### config.mk
export PLATFORM = sky130hd
export DESIGN_NAME = pst_timer
export DESIGN_NICKNAME = d
export VERILOG_FILES = /design/src/rtl/pst_pkg.sv /design/src/rtl/pst_tick_gen.sv /design/src/rtl/pst_counter.sv /design/src/rtl/pst_channel.sv /design/src/rtl/pst_timer.sv
export SDC_FILE = /design/constraint.sdc
export NUM_CORES = 1
export LEC_CHECK = 0
export ABC_AREA = 1
export BUFFER_PORTS_ARGS = -buffer_cell sky130_fd_sc_hd__buf_2
export CAP_MARGIN = 20
export CORE_ASPECT_RATIO = 2
export CORE_MARGIN = 2
export CORE_UTILIZATION = 62
export CTS_CLUSTER_DIAMETER = 50
export DETAILED_ROUTE_END_ITERATION = 10
export HOLD_SLACK_MARGIN = 0.02
export PLACE_DENSITY = 0.93
export SLEW_MARGIN = 5
export SYNTH_ARGS = -nofsm -noshare
export SYNTH_HDL_FRONTEND = slang
export SYNTH_SLANG_ARGS = --single-unit
### constraint.sdc
create_clock -name clk -period 3.78 [get_ports clk]
set_input_delay 0.756 -clock clk [delete_from_list [all_inputs] [get_ports clk]]
set_output_delay 0.756 -clock clk [all_outputs]
set_load 0.005 [all_outputs]
### src/rtl/pst_pkg.sv
package pst_pkg;

  localparam int DW    = 32;
  localparam int AW    = 8;
  localparam int PSC_W = 8;

  localparam logic [1:0] SZ_WORD = 2'b10;

  typedef enum logic [2:0] {
    RK_NONE,
    RK_CTRL,
    RK_CNT,
    RK_CHEN,
    RK_FLAG,
    RK_CMP
  } reg_kind_e;

  typedef struct packed {
    logic [PSC_W-1:0] psc;
    logic             frz;
    logic             en;
  } ctrl_t;

  // Classify a byte offset; nch is the number of channel slots present.
  function automatic reg_kind_e f_decode(input logic [AW-1:0] a, input int nch);
    reg_kind_e k;
    int        slot;
    k    = RK_NONE;
    slot = int'(a[AW-1:4]);
    if (a[1:0] == 2'b00) begin
      if (slot == 0) begin
        if (a[3:2] == 2'd0)      k = RK_CTRL;
        else if (a[3:2] == 2'd1) k = RK_CNT;
      end else if (slot <= nch) begin
        case (a[3:2])
          2'd0:    k = RK_CHEN;
          2'd1:    k = RK_FLAG;
          2'd2:    k = RK_CMP;
          default: k = RK_NONE;
        endcase
      end
    end
    return k;
  endfunction

  // Channel number of a channel-slot offset.
  function automatic int f_chan(input logic [AW-1:0] a);
    return int'(a[AW-1:4]) - 1;
  endfunction

  function automatic logic [DW-1:0] f_ctrl_word(input ctrl_t c);
    return {16'b0, c.psc, 6'b0, c.frz, c.en};
  endfunction

  function automatic ctrl_t f_ctrl_from(input logic [DW-1:0] w);
    ctrl_t c;
    c.en  = w[0];
    c.frz = w[1];
    c.psc = w[15:8];
    return c;
  endfunction

  // A step is due once the phase has reached the prescale field.
  function automatic logic f_step_due(input logic [PSC_W-1:0] phase,
                                      input logic [PSC_W-1:0] psc);
    return phase >= psc;
  endfunction

endpackage

### src/rtl/pst_tick_gen.sv
module pst_tick_gen
  import pst_pkg::*;
#(
  parameter int PW = PSC_W
) (
  input  logic          clk,
  input  logic          rst_n,
  input  logic          run,
  input  logic [PW-1:0] psc,
  output logic          tick
);

  logic [PW-1:0] phase_q;

  assign tick = run && f_step_due(phase_q, psc);

  always_ff @(posedge clk or negedge rst_n) begin
    if (!rst_n) begin
      phase_q <= '0;
    end else if (run) begin
      phase_q <= tick ? '0 : phase_q + 1'b1;
    end
  end

endmodule

### src/rtl/pst_counter.sv
module pst_counter #(
  parameter int W = 32
) (
  input  logic         clk,
  input  logic         rst_n,
  input  logic         inc,
  input  logic         load,
  input  logic [W-1:0] load_val,
  output logic [W-1:0] cnt_q
);

  always_ff @(posedge clk or negedge rst_n) begin
    if (!rst_n) begin
      cnt_q <= '0;
    end else if (load) begin
      cnt_q <= load_val;
    end else if (inc) begin
      cnt_q <= cnt_q + 1'b1;
    end
  end

endmodule

### src/rtl/pst_channel.sv
module pst_channel #(
  parameter int W = 32
) (
  input  logic         clk,
  input  logic         rst_n,
  input  logic [W-1:0] cnt,
  input  logic         en_we,
  input  logic         en_d,
  input  logic         cmp_we,
  input  logic [W-1:0] cmp_d,
  input  logic         clr,
  output logic         en_q,
  output logic [W-1:0] cmp_q,
  output logic         flag_q,
  output logic         match
);

  assign match = en_q && (cnt == cmp_q);

  always_ff @(posedge clk or negedge rst_n) begin
    if (!rst_n) begin
      en_q   <= 1'b0;
      cmp_q  <= '0;
      flag_q <= 1'b0;
    end else begin
      if (en_we)  en_q  <= en_d;
      if (cmp_we) cmp_q <= cmp_d;
      if (match)    flag_q <= 1'b1;
      else if (clr) flag_q <= 1'b0;
    end
  end

endmodule

### src/rtl/pst_timer.sv
module pst_timer
  import pst_pkg::*;
#(
  parameter int NCH = 4
) (
  input  logic           clk,
  input  logic           rst_n,
  input  logic           dbg_mode,
  input  logic           bus_req,
  input  logic           bus_wr,
  input  logic [AW-1:0]  bus_addr,
  input  logic [1:0]     bus_size,
  input  logic           bus_super,
  input  logic [DW-1:0]  bus_wdata,
  output logic [DW-1:0]  bus_rdata,
  output logic           bus_ack,
  output logic           bus_err,
  output logic [NCH-1:0] irq
);

  localparam int CHW = (NCH > 1) ? $clog2(NCH) : 1;

  reg_kind_e      sel;
  logic [CHW-1:0] ch_idx;
  logic           acc_ok, wr_ok, ctrl_wr, cnt_wr;
  logic           run, tick, ctrl_en, ctrl_frz;
  ctrl_t          ctrl_q;
  logic [DW-1:0]  cnt_q, rd_mux;
  logic [NCH-1:0] ch_en, ch_flag, match_evt, flag_clr;
  logic [DW-1:0]  ch_cmp [NCH];

  // Access qualification
  assign sel     = f_decode(bus_addr, NCH);
  assign ch_idx  = CHW'(f_chan(bus_addr));
  assign acc_ok  = bus_req && bus_super && (bus_size == SZ_WORD) && (sel != RK_NONE);
  assign wr_ok   = acc_ok && bus_wr;
  assign ctrl_wr = wr_ok && (sel == RK_CTRL);
  assign cnt_wr  = wr_ok && (sel == RK_CNT);

  // Control word
  always_ff @(posedge clk or negedge rst_n) begin
    if (!rst_n)       ctrl_q <= '0;
    else if (ctrl_wr) ctrl_q <= f_ctrl_from(bus_wdata);
  end

  assign ctrl_en  = ctrl_q.en;
  assign ctrl_frz = ctrl_q.frz;
  assign run      = ctrl_en && !(dbg_mode && ctrl_frz);

  pst_tick_gen #(.PW(PSC_W)) u_tick (
    .clk   (clk),
    .rst_n (rst_n),
    .run   (run),
    .psc   (ctrl_q.psc),
    .tick  (tick)
  );

  pst_counter #(.W(DW)) u_cnt (
    .clk      (clk),
    .rst_n    (rst_n),
    .inc      (tick),
    .load     (cnt_wr),
    .load_val (bus_wdata),
    .cnt_q    (cnt_q)
  );

  // Compare channels
  for (genvar g = 0; g < NCH; g++) begin : g_ch
    logic hit_g;
    assign hit_g       = wr_ok && (ch_idx == CHW'(g));
    assign flag_clr[g] = hit_g && (sel == RK_FLAG) && bus_wdata[0];

    pst_channel #(.W(DW)) u_ch (
      .clk    (clk),
      .rst_n  (rst_n),
      .cnt    (cnt_q),
      .en_we  (hit_g && (sel == RK_CHEN)),
      .en_d   (bus_wdata[0]),
      .cmp_we (hit_g && (sel == RK_CMP)),
      .cmp_d  (bus_wdata),
      .clr    (flag_clr[g]),
      .en_q   (ch_en[g]),
      .cmp_q  (ch_cmp[g]),
      .flag_q (ch_flag[g]),
      .match  (match_evt[g])
    );
  end

  assign irq = ch_flag;

  // Read multiplexer
  always_comb begin
    case (sel)
      RK_CTRL: rd_mux = f_ctrl_word(ctrl_q);
      RK_CNT:  rd_mux = cnt_q;
      RK_CHEN: rd_mux = DW'(ch_en[ch_idx]);
      RK_FLAG: rd_mux = DW'(ch_flag[ch_idx]);
      RK_CMP:  rd_mux = ch_cmp[ch_idx];
      default: rd_mux = '0;
    endcase
  end

  // Registered response
  always_ff @(posedge clk or negedge rst_n) begin
    if (!rst_n) begin
      bus_ack   <= 1'b0;
      bus_err   <= 1'b0;
      bus_rdata <= '0;
    end else begin
      bus_ack   <= acc_ok;
      bus_err   <= bus_req && !acc_ok;
      bus_rdata <= (acc_ok && !bus_wr) ? rd_mux : '0;
    end
  end

endmodule

==> results of run 1 <==
## routing by layer
| layer | up-vias | wire length [um] | GRT usage (%) |
|---|---|---|---|
| met5 | - | 0 | 0 |
| met4 | 0 | 4165 | 35.12 |
| met3 | 264 | 2996 | 5.746 |
| met2 | 750 | 20110 | 63.11 |
| met1 | 5781 | 13050 | 38.58 |
| li1 | 5700 | - | - |
## power breakdown
| part | internal [W] | switching (W) |
|---|---|---|
| logic | 0.000156 | 0.000320 |
| registers | 0.00240 | 0.0000737 |
| clock network | 0.00118 | 0.000929 |
| total | 0.00374 | 0.00132 |
## logic make-up after synthesis
| group | count (synthesis) | synth area share [%] |
|---|---|---|
| AO/OA/AOI/OAI | 388 | 15.88 |
| XOR/XNOR | 73 | 4.970 |
| adder cells (fa/ha/maj) | 17 | 1.653 |
| buffers and inverters | 275 | 9.026 |
| flip-flops | 220 | 42.79 |
| AND/OR/NAND/NOR | 777 | 25.68 |
## final cells by class
cell class                 instances  area share [%]
clock buffer                      31           4.304
sequential                       220           39.29
tap                              266           2.375
timing repair buffer             105           4.804
inverter                         165           4.438
clock inverter                     6          0.4554
multi-input combinational       1255           44.33
## worst min path at each step
stage / to / depth (start not counted)
after global routing: g_ch[1].u_ch.flag_q$_DFFE_PN0P_ / 1
after detailed placement: g_ch[3].u_ch.cmp_q[22]$_DFFE_PN0P_ / 2
after global placement: g_ch[3].u_ch.cmp_q[22]$_DFFE_PN0P_ / 2
after floorplan: bus_ack$_DFF_PN0_ / 0
final: g_ch[3].u_ch.flag_q$_DFFE_PN0P_ / 1
after CTS: g_ch[1].u_ch.cmp_q[2]$_DFFE_PN0P_ / 1
## registers in the layout, indices dropped and copies added, names as in the netlist
signal,count
g_ch.u_ch.cmp_q,128
bus_rdata,32
u_cnt.cnt_q,32
ctrl_q,8
u_tick.phase_q,8
g_ch.u_ch.en_q,4
g_ch.u_ch.flag_q,4
bus_ack,1
bus_err,1
ctrl_en,1
ctrl_frz,1
## synthesized netlist by cell type, drive strengths merged
cell type / count / area [um^2]
nand3b: 2 / 15.01
o21bai: 1 / 7.510
nand4: 30 / 215.2
xor2: 48 / 420.4
buf: 51 / 314.1
dfrtp: 220 / 5505
inv: 163 / 614.4
clkbuf: 59 / 225.2
clkinv: 2 / 7.510
ha: 17 / 212.7
a22oi: 9 / 67.56
a31o: 1 / 8.760
nor3: 36 / 180.2
nand2: 528 / 1997
o21ai: 226 / 1131
o211ai: 3 / 22.52
nor2: 90 / 404.1
or2: 3 / 18.77
o21a: 1 / 7.510
nor3b: 1 / 12.51
a21oi: 111 / 555.5
o22ai: 29 / 181.4
xnor2: 25 / 219.0
nand3: 87 / 460.4
o2111ai: 7 / 61.31
## per-stage QoR
| stage | total power, W | instance area, um^2 | worst slack [ns] |
|---|---|---|---|
| finish | 0.005057 | 14010 | 1.216 |
| global route | 0.005231 | 14010 | 1.085 |
| CTS | 0.005053 | 14010 | 1.283 |
| detailed placement | 0.002976 | 13340 | 0.7688 |
| global placement | 0.002953 | 13340 | 0.8790 |
| floorplan | 0.002775 | 12860 | 0.7124 |
## critical path, stage by stage
cell and delay, ns:
buf_2 0.12, inv_1 0.07, ha_1 0.22, inv_2 0.05, nand2_2 0.07, nand4_1 0.18, o21bai_1 0.23, nand4_2 0.07
buf_4 0.35, nand2_1 0.18, inv_2 0.47, nand2_1 0.13, nand3_1 0.10
==> metrics.txt, run 1 <==
# Max-Cap Violations=0; Clock Path Buffers=3; class of the worst hold path=input port to asynchronous set/reset pin; Layout Nets=1833; overall routing resource usage=37.34%; Clock Skew=0.01349 ns; Chip Height=207.7 um; Worst R2R End=u_cnt.cnt_q[22]$_DFFE_PN0P_; crit-path max FO=36; Worst Max-Slew Pin Slew=0.7234 ns; Die X=105.9 um; count of input and output buffers=85; vias in the first global route=12900; Worst R2R Start=u_tick.phase_q[1]$_DFFE_PN0P_; CTS resizes=0; Avg Inst Size Synth=7.351 um^2; first-pass GRT wire length=64580 um; Antenna Diode Count=0; IO Pins=86; Root Driver=clkbuf_16; Post-Syn Instances=1750; RSZ-0062 raised after global routing=false; Initial Util=63.16%; post-synth net total=1815; Slew Viols, Final=0; Setup TNS Final=0 ns; synth warn=0; RePlAce Congestion=0.9701; mapped cell area=12860 um^2; slack of the worst reg-to-reg path=1.33 ns; crit end category=flop; Peak Freq=0.3901 GHz; H-tree levels=1; total wire length=40320 um; synthesis-stage register bit count=220; die area=21990 um^2; hold slack final=0.1973 ns; CP required=4.23 ns; CTS hold repair buffers=0; largest net degree at the start of global routing=76; Post-Place Cells=2011; CTS Buf Count=21; Max VDD drop=0.0004378 V; Netlist cell types=40; status=finished, final reports clean; post-layout min period=2.564 ns; vias per cell=6.101; Cell Count, Final, Fillers Out=2048; Final Hold Fails=0; Worst Setup SP=bus_addr[5]; initial antenna violation count=0; layout cells sized above 1=9.315%; detailed placer's ending HPWL=28010 um; post-CTS setup buffers=0; post-DR wirelength/cell=19.69 um; core box area=20370 um^2; DRC viols=0; GRT overflow=0; utilization after layout=68.78%; Fillers=1673; critical path class=input port to flop; CTS tree=done; Seq/Total Area, Yosys=42.79%; drt pass-1 iters=6; Worst-path clk slew=0.07 ns; fin crit share=67.82%; R2R cell count=12; Final ANT Viol Nets=0; Rows=74; commonest non-fill, non-tap cell in the layout=nand2_1; area of the multi-input gates=6211 um^2; Reg area=5505 um^2; # setup viols final=0; CP endpoint=u_cnt.cnt_q[22]$_DFFE_PN0P_; Leak=6.777 nW; commonest cells after routing, fill and taps aside=nand2_1, dfrtp_1, o21ai_0; Rel. slew slack=51.72%; Area Overhead vs Synth=8.908%; routed via count=12500; startpoint types=input port; PD cells=361.0 nW/um^2; Clock Sinks=220; CP Data Arrival Time=3.02 ns; Detailed Route Iter0 Violations=975; clk_lat worst skew=0.52 ns
Power figures use the tool's default switching activity.
==> inputs of run 2 (changes only) <==
==> constraint.sdc (replaced) <==
create_clock -name clk -period 2.7 [get_ports clk]
set_input_delay 0.54 -clock clk [delete_from_list [all_inputs] [get_ports clk]]
set_output_delay 0.54 -clock clk [all_outputs]
set_load 0.005 [all_outputs]
==> run 2 against run 1 <==
The run now ends with negative hold slack left; sequential share of layout area fell by 0.71 points; utilization rose by 1.3 points; design area increased by 1.8%; count of clock-buffer cells in the layout is 1 lower; wire length increased by 1.1%; clock skew barely moved; hold slack got worse by 0.20 ns; final cell count is 0.78% higher; largest cell class unchanged.
==> metrics.txt, run 2 (synthesis gave the netlist of run 1 again) <==
Antenna Diode Count=0; post-DR wirelength/cell=19.75 um; clk_lat worst skew=0.52 ns; H-tree levels=1; hold slack final=-0.0008377 ns; Chip Height=207.7 um; Die X=105.9 um; total power=0.007087 W; Root Driver=clkbuf_16; most flop-heavy register=g_ch.u_ch.cmp_q; critical path class=flop to flop; RSZ-0062 raised after global routing=false; PD cells=496.6 nW/um^2; Worst-path clk slew=0.06 ns; post-layout min period=2.349 ns; commonest non-fill, non-tap cell in the layout=nand2_1; DRC viols=0; Final ANT Viol Nets=0; post-CTS setup buffers=0; commonest cells after routing, fill and taps aside=nand2_1, dfrtp_1, o21ai_0; slack of the worst reg-to-reg path=0.35 ns; overall routing resource usage=37.95%; first-pass GRT wire length=65950 um; utilization after layout=70.06%; vias in the first global route=12830; Layout Nets=1852; Area Overhead vs Synth=10.92%; total wire length=40760 um; Setup TNS Final=0 ns; # setup viols final=0; area of the multi-input gates=6211 um^2; Slew Viols, Final=0; Fillers=1565; largest net degree at the start of global routing=85; Clock Sinks=220; # Max-Cap Violations=0; CP required=3.16 ns; detailed placer's ending HPWL=29040 um; CTS Buf Count=21; Clock Path Buffers=3; Clock Skew=0.01325 ns; max reg flops=128; Reg area=5505 um^2; IO Pins=86; initial antenna violation count=0; Rows=74; CTS hold repair buffers=0; largest registers=g_ch.u_ch.cmp_q x128, bus_rdata x32, u_cnt.cnt_q x32; fin crit share=86.99%; class of the worst hold path=input port to asynchronous set/reset pin; status=complete, but fails checks; crit-path max FO=32; routed via count=12760; GRT overflow=0; Max VDD drop=0.0006479 V; CP Data Arrival Time=2.81 ns; CTS tree=done; failing checks=negative hold slack; drt pass-1 iters=7; layout cells sized above 1=10.23%; Rel. slew slack=47.98%; Peak Freq=0.4258 GHz; Worst Max-Slew Pin Slew=0.7804 ns; Post-Place Cells=2030; Cell Count, Final, Fillers Out=2064; Leak=6.912 nW; RePlAce Congestion=0.9952; core box area=20370 um^2; crit end category=flop; die area=21990 um^2; count of input and output buffers=85; Final Hold Fails=1; Initial Util=63.16%; Detailed Route Iter0 Violations=1130; startpoint types=flop; CTS resizes=0; vias per cell=6.180
run 2: cell types whose count changed in the layout (fill, tap and decap cells not counted), sizes merged:
cell,before,now
clkbuf,31,30
clkinv,5,4
clkinvlp,1,0
buf,105,124
run 2: per-stage QoR:
stage | setup slack (ns) | instance area [um^2]
2_1_floorplan | 0.08205 | 12870
3_3_place_gp | 0.2784 | 13610
3_5_place_dp | 0.1876 | 13610
4_1_cts | 0.3543 | 14270
5_1_grt | 0.1361 | 14270
6_report | 0.3513 | 14270
run 2: final cells by class:
cell class / instances / share of cell area [%]
sequential: 220 / 38.58
inverter: 165 / 4.358
clock inverter: 4 / 0.3420
tap: 266 / 2.332
timing repair buffer: 124 / 6.594
clock buffer: 30 / 4.270
multi-input combinational: 1255 / 43.52
run 2: path summary, 6_finish.rpt:
check,start,to,cells after the start
setup reg to reg,u_tick.phase_q[1]$_DFFE_PN0P_,u_cnt.cnt_q[13]$_DFFE_PN0P_,12
hold / removal,rst_n,bus_ack$_DFF_PN0_,1
setup / recovery,u_tick.phase_q[1]$_DFFE_PN0P_,u_cnt.cnt_q[13]$_DFFE_PN0P_,12
max in group asynchronous,rst_n,bus_rdata[16]$_DFF_PN0_,2
hold reg to reg,g_ch[3].u_ch.cmp_q[22]$_DFFE_PN0P_,g_ch[3].u_ch.cmp_q[22]$_DFFE_PN0P_,2
min in group clk,bus_req,bus_err$_DFF_PN0_,3
run 2: worst max-delay path, cell delays in order (launching register included):
cell and delay, ns:
dfrtp_1 0.42, ha_1 0.32, inv_1 0.07, nor2_1 0.04, o21ai_0 0.15, nand2_1 0.07
nand2_1 0.05, nand3_1 0.06, nand2_1 0.26, nand2_1 0.16, inv_2 0.45, nand2_1 0.12
nand3_1 0.10
run 2: where the power goes:
part,switching (W),internal (W),leakage [nW]
combinational,0.000465,0.000233,4.06
clock,0.00128,0.00166,0.326
sequential,0.0000938,0.00336,2.52
total,0.00184,0.00525,6.91
run 2: per-layer routing:
metal / routed length, um / global-route usage, % / part of all wire (%) / up-vias
met5: 0 / 0 / 0 / -
met1: 13160 / 41.82 / 32 / 5884
met4: 4021 / 30.72 / 9.9 / 0
li1: - / - / - / 5756
met3: 3316 / 5.306 / 8.1 / 292
met2: 20260 / 64.16 / 50 / 823
==> inputs of run 3 (changes only) <==
--- a/config.mk
+++ b/config.mk
@@ -15,6 +15,7 @@
 export DETAILED_ROUTE_END_ITERATION = 10
 export HOLD_SLACK_MARGIN = 0.02
 export PLACE_DENSITY = 0.93
+export REMOVE_ABC_BUFFERS = 1
 export SLEW_MARGIN = 5
 export SYNTH_ARGS = -nofsm -noshare
 export SYNTH_HDL_FRONTEND = slang
==> run 3 against run 2 <==
The flow now finishes without violations; hold slack gained 0.23 ns; first-iteration DRC count grew 39%; sequential power barely moved; critical path type unchanged; design area grew 0.25%; worst setup slack got worse by 0.14 ns; clock skew shrank 0.0020 ns.
==> metrics.txt, run 3 (synthesis gave the netlist of run 1 again) <==
clk_lat worst skew=0.53 ns; Area Overhead vs Synth=11.20%; first-pass GRT wire length=69990 um; worst hold start=bus_req; Post-Place Cells=2038; routed via count=13150; total power=0.007121 W; post-CTS setup buffers=0; Cell Count, Final, Fillers Out=2076; max reg flops=128; Slew Viols, Final=0; critical path class=flop to flop; slowest cell delay on critical path=0.50 ns; core box area=20370 um^2; Setup TNS Final=0 ns; Net Sw Power=0.001901 W; Clock Sinks=220; DRC viols=0; startpoint types=flop; post-DR wirelength/cell=21.32 um; Root Driver=clkbuf_16; Antenna Diode Count=0; RePlAce Congestion=1.036; most flop-heavy register=g_ch.u_ch.cmp_q; Worst R2R End=u_cnt.cnt_q[16]$_DFFE_PN0P_; Rows=74; final worst setup slack=0.2133 ns; Chip Height=207.7 um; layout cells sized above 1=10.50%; die area=21990 um^2; Worst Setup SP=u_cnt.cnt_q[0]$_DFFE_PN0P_; Detailed Route Iter0 Violations=1569; Worst-path clk slew=0.07 ns; Leak=6.937 nW; CP endpoint=u_cnt.cnt_q[16]$_DFFE_PN0P_; count of input and output buffers=85; Die X=105.9 um; CP max stage cell=dfrtp_1; detailed placer's ending HPWL=30380 um; H-tree levels=1; commonest cells after routing, fill and taps aside=nand2_1, dfrtp_1, o21ai_0; CTS resizes=0; switching share of power=26.70%; total wire length=44250 um; crit-path max FO=8; crit end category=flop; Fillers=1619; # Max-Cap Violations=0; RSZ-0062 raised after global routing=false; Layout Nets=1861; CP Data Arrival Time=2.95 ns; status=finished, final reports clean; part of the power in the clock network=41.6%; Initial Util=63.16%; Seq pwr share=48.5%; CP cell instances=ha_1 > nand2_1 > nor2_1 > nand2_1 > nor2_2 > inv_1 > nor2_1 > xor2_1 > nand3_1 > nand3_1; CP required=3.16 ns; vias in the first global route=13510; Rel. slew slack=22.00%; internal power=0.005219 W; overall routing resource usage=41.09%; PD cells=497.7 nW/um^2; area of the multi-input gates=6211 um^2; Worst R2R Start=u_cnt.cnt_q[0]$_DFFE_PN0P_; IO Pins=86; Reg area=5505 um^2; class of the worst hold path=input port to flop; largest net degree at the start of global routing=111; worst slack at placement=0.1449 ns; # setup viols final=0; GRT overflow=0; Peak Freq=0.4021 GHz; R2R cell count=10; commonest non-fill, non-tap cell in the layout=nand2_1; largest registers=g_ch.u_ch.cmp_q x128, bus_rdata x32, u_cnt.cnt_q x32; Clock Skew=0.01125 ns; power share of the combinational group=9.9%; CTS Buf Count=21; post-layout min period=2.487 ns; Final Hold Fails=0; Worst Max-Slew Pin Slew=1.170 ns; drt pass-1 iters=8; slack of the worst reg-to-reg path=0.21 ns; Clock Path Buffers=3; Max VDD drop=0.0006249 V; initial antenna violation count=0; CTS tree=done; vias per cell=6.335; fin crit share=92.10%; Final ANT Viol Nets=0
## run 3: critical path, delay by kind of cell (launching register included)
family                     cells  cell delay, ns
adders and majority gates      1            0.27
buffers and inverters          1            0.06
and+or+nand+nor                7            1.41
DFF                            1            0.50
xor gates and xnor gates       1            0.19
## run 3: layout make-up
type	instances	area share, %
Sequential cell	220	38.48
Tap cell	266	2.326
Clock inverter	4	0.3411
Clock buffer	33	4.198
Timing Repair Buffer	133	6.892
Inverter	165	4.347
Multi-Input combinational cell	1255	43.41
## run 3: routing by layer
metal | global-route usage, % | wire, um | vias to the layer above
li1 | - | - | 5767
met1 | 43.11 | 13450 | 6029
met2 | 69.14 | 21700 | 984
met3 | 7.661 | 4161 | 371
met4 | 35.84 | 4935 | 0
met5 | 0 | 0 | -
## run 3: through the flow
stage / instance area, um^2 / utilization [%] / hold slack [ns]
floorplan: 12330 / - / 0.2444
global placement: 13650 / 67.00 / 0.5067
detailed placement: 13650 / 67.00 / 0.5289
CTS: 14310 / 70.23 / 0.2182
global route: 14310 / 70.23 / 0.2870
finish: 14310 / 70.23 / 0.2255
## run 3: how the worst min path moves through the flow
| stage | slack (ns) | depth (start not counted) | end |
|---|---|---|---|
| after floorplan | 0.24 | 0 | bus_ack$_DFF_PN0_ |
| after global routing | 0.29 | 3 | bus_err$_DFF_PN0_ |
| after detailed placement | 0.53 | 2 | u_tick.phase_q[1]$_DFFE_PN0P_ |
| final | 0.23 | 3 | bus_err$_DFF_PN0_ |
| after CTS | 0.22 | 3 | bus_err$_DFF_PN0_ |
| after global placement | 0.51 | 2 | g_ch[3].u_ch.cmp_q[22]$_DFFE_PN0P_ |
## run 3: power groups by stage
stage | clock [W] | combinational, W | sequential [W]
2_1_floorplan | 0 | 0.000355 | 0.00349
3_3_place_gp | 0 | 0.000649 | 0.00351
3_5_place_dp | 0 | 0.000680 | 0.00352
4_1_cts | 0.00295 | 0.000689 | 0.00345
5_1_grt | 0.00306 | 0.000779 | 0.00346
6_report | 0.00296 | 0.000704 | 0.00346
## run 3: timing repair
action / CTS / global route
endpoints found under the setup margin: 0 / 0
hold buffers: 1 / 0
hold endpoints to repair: 20 / 0
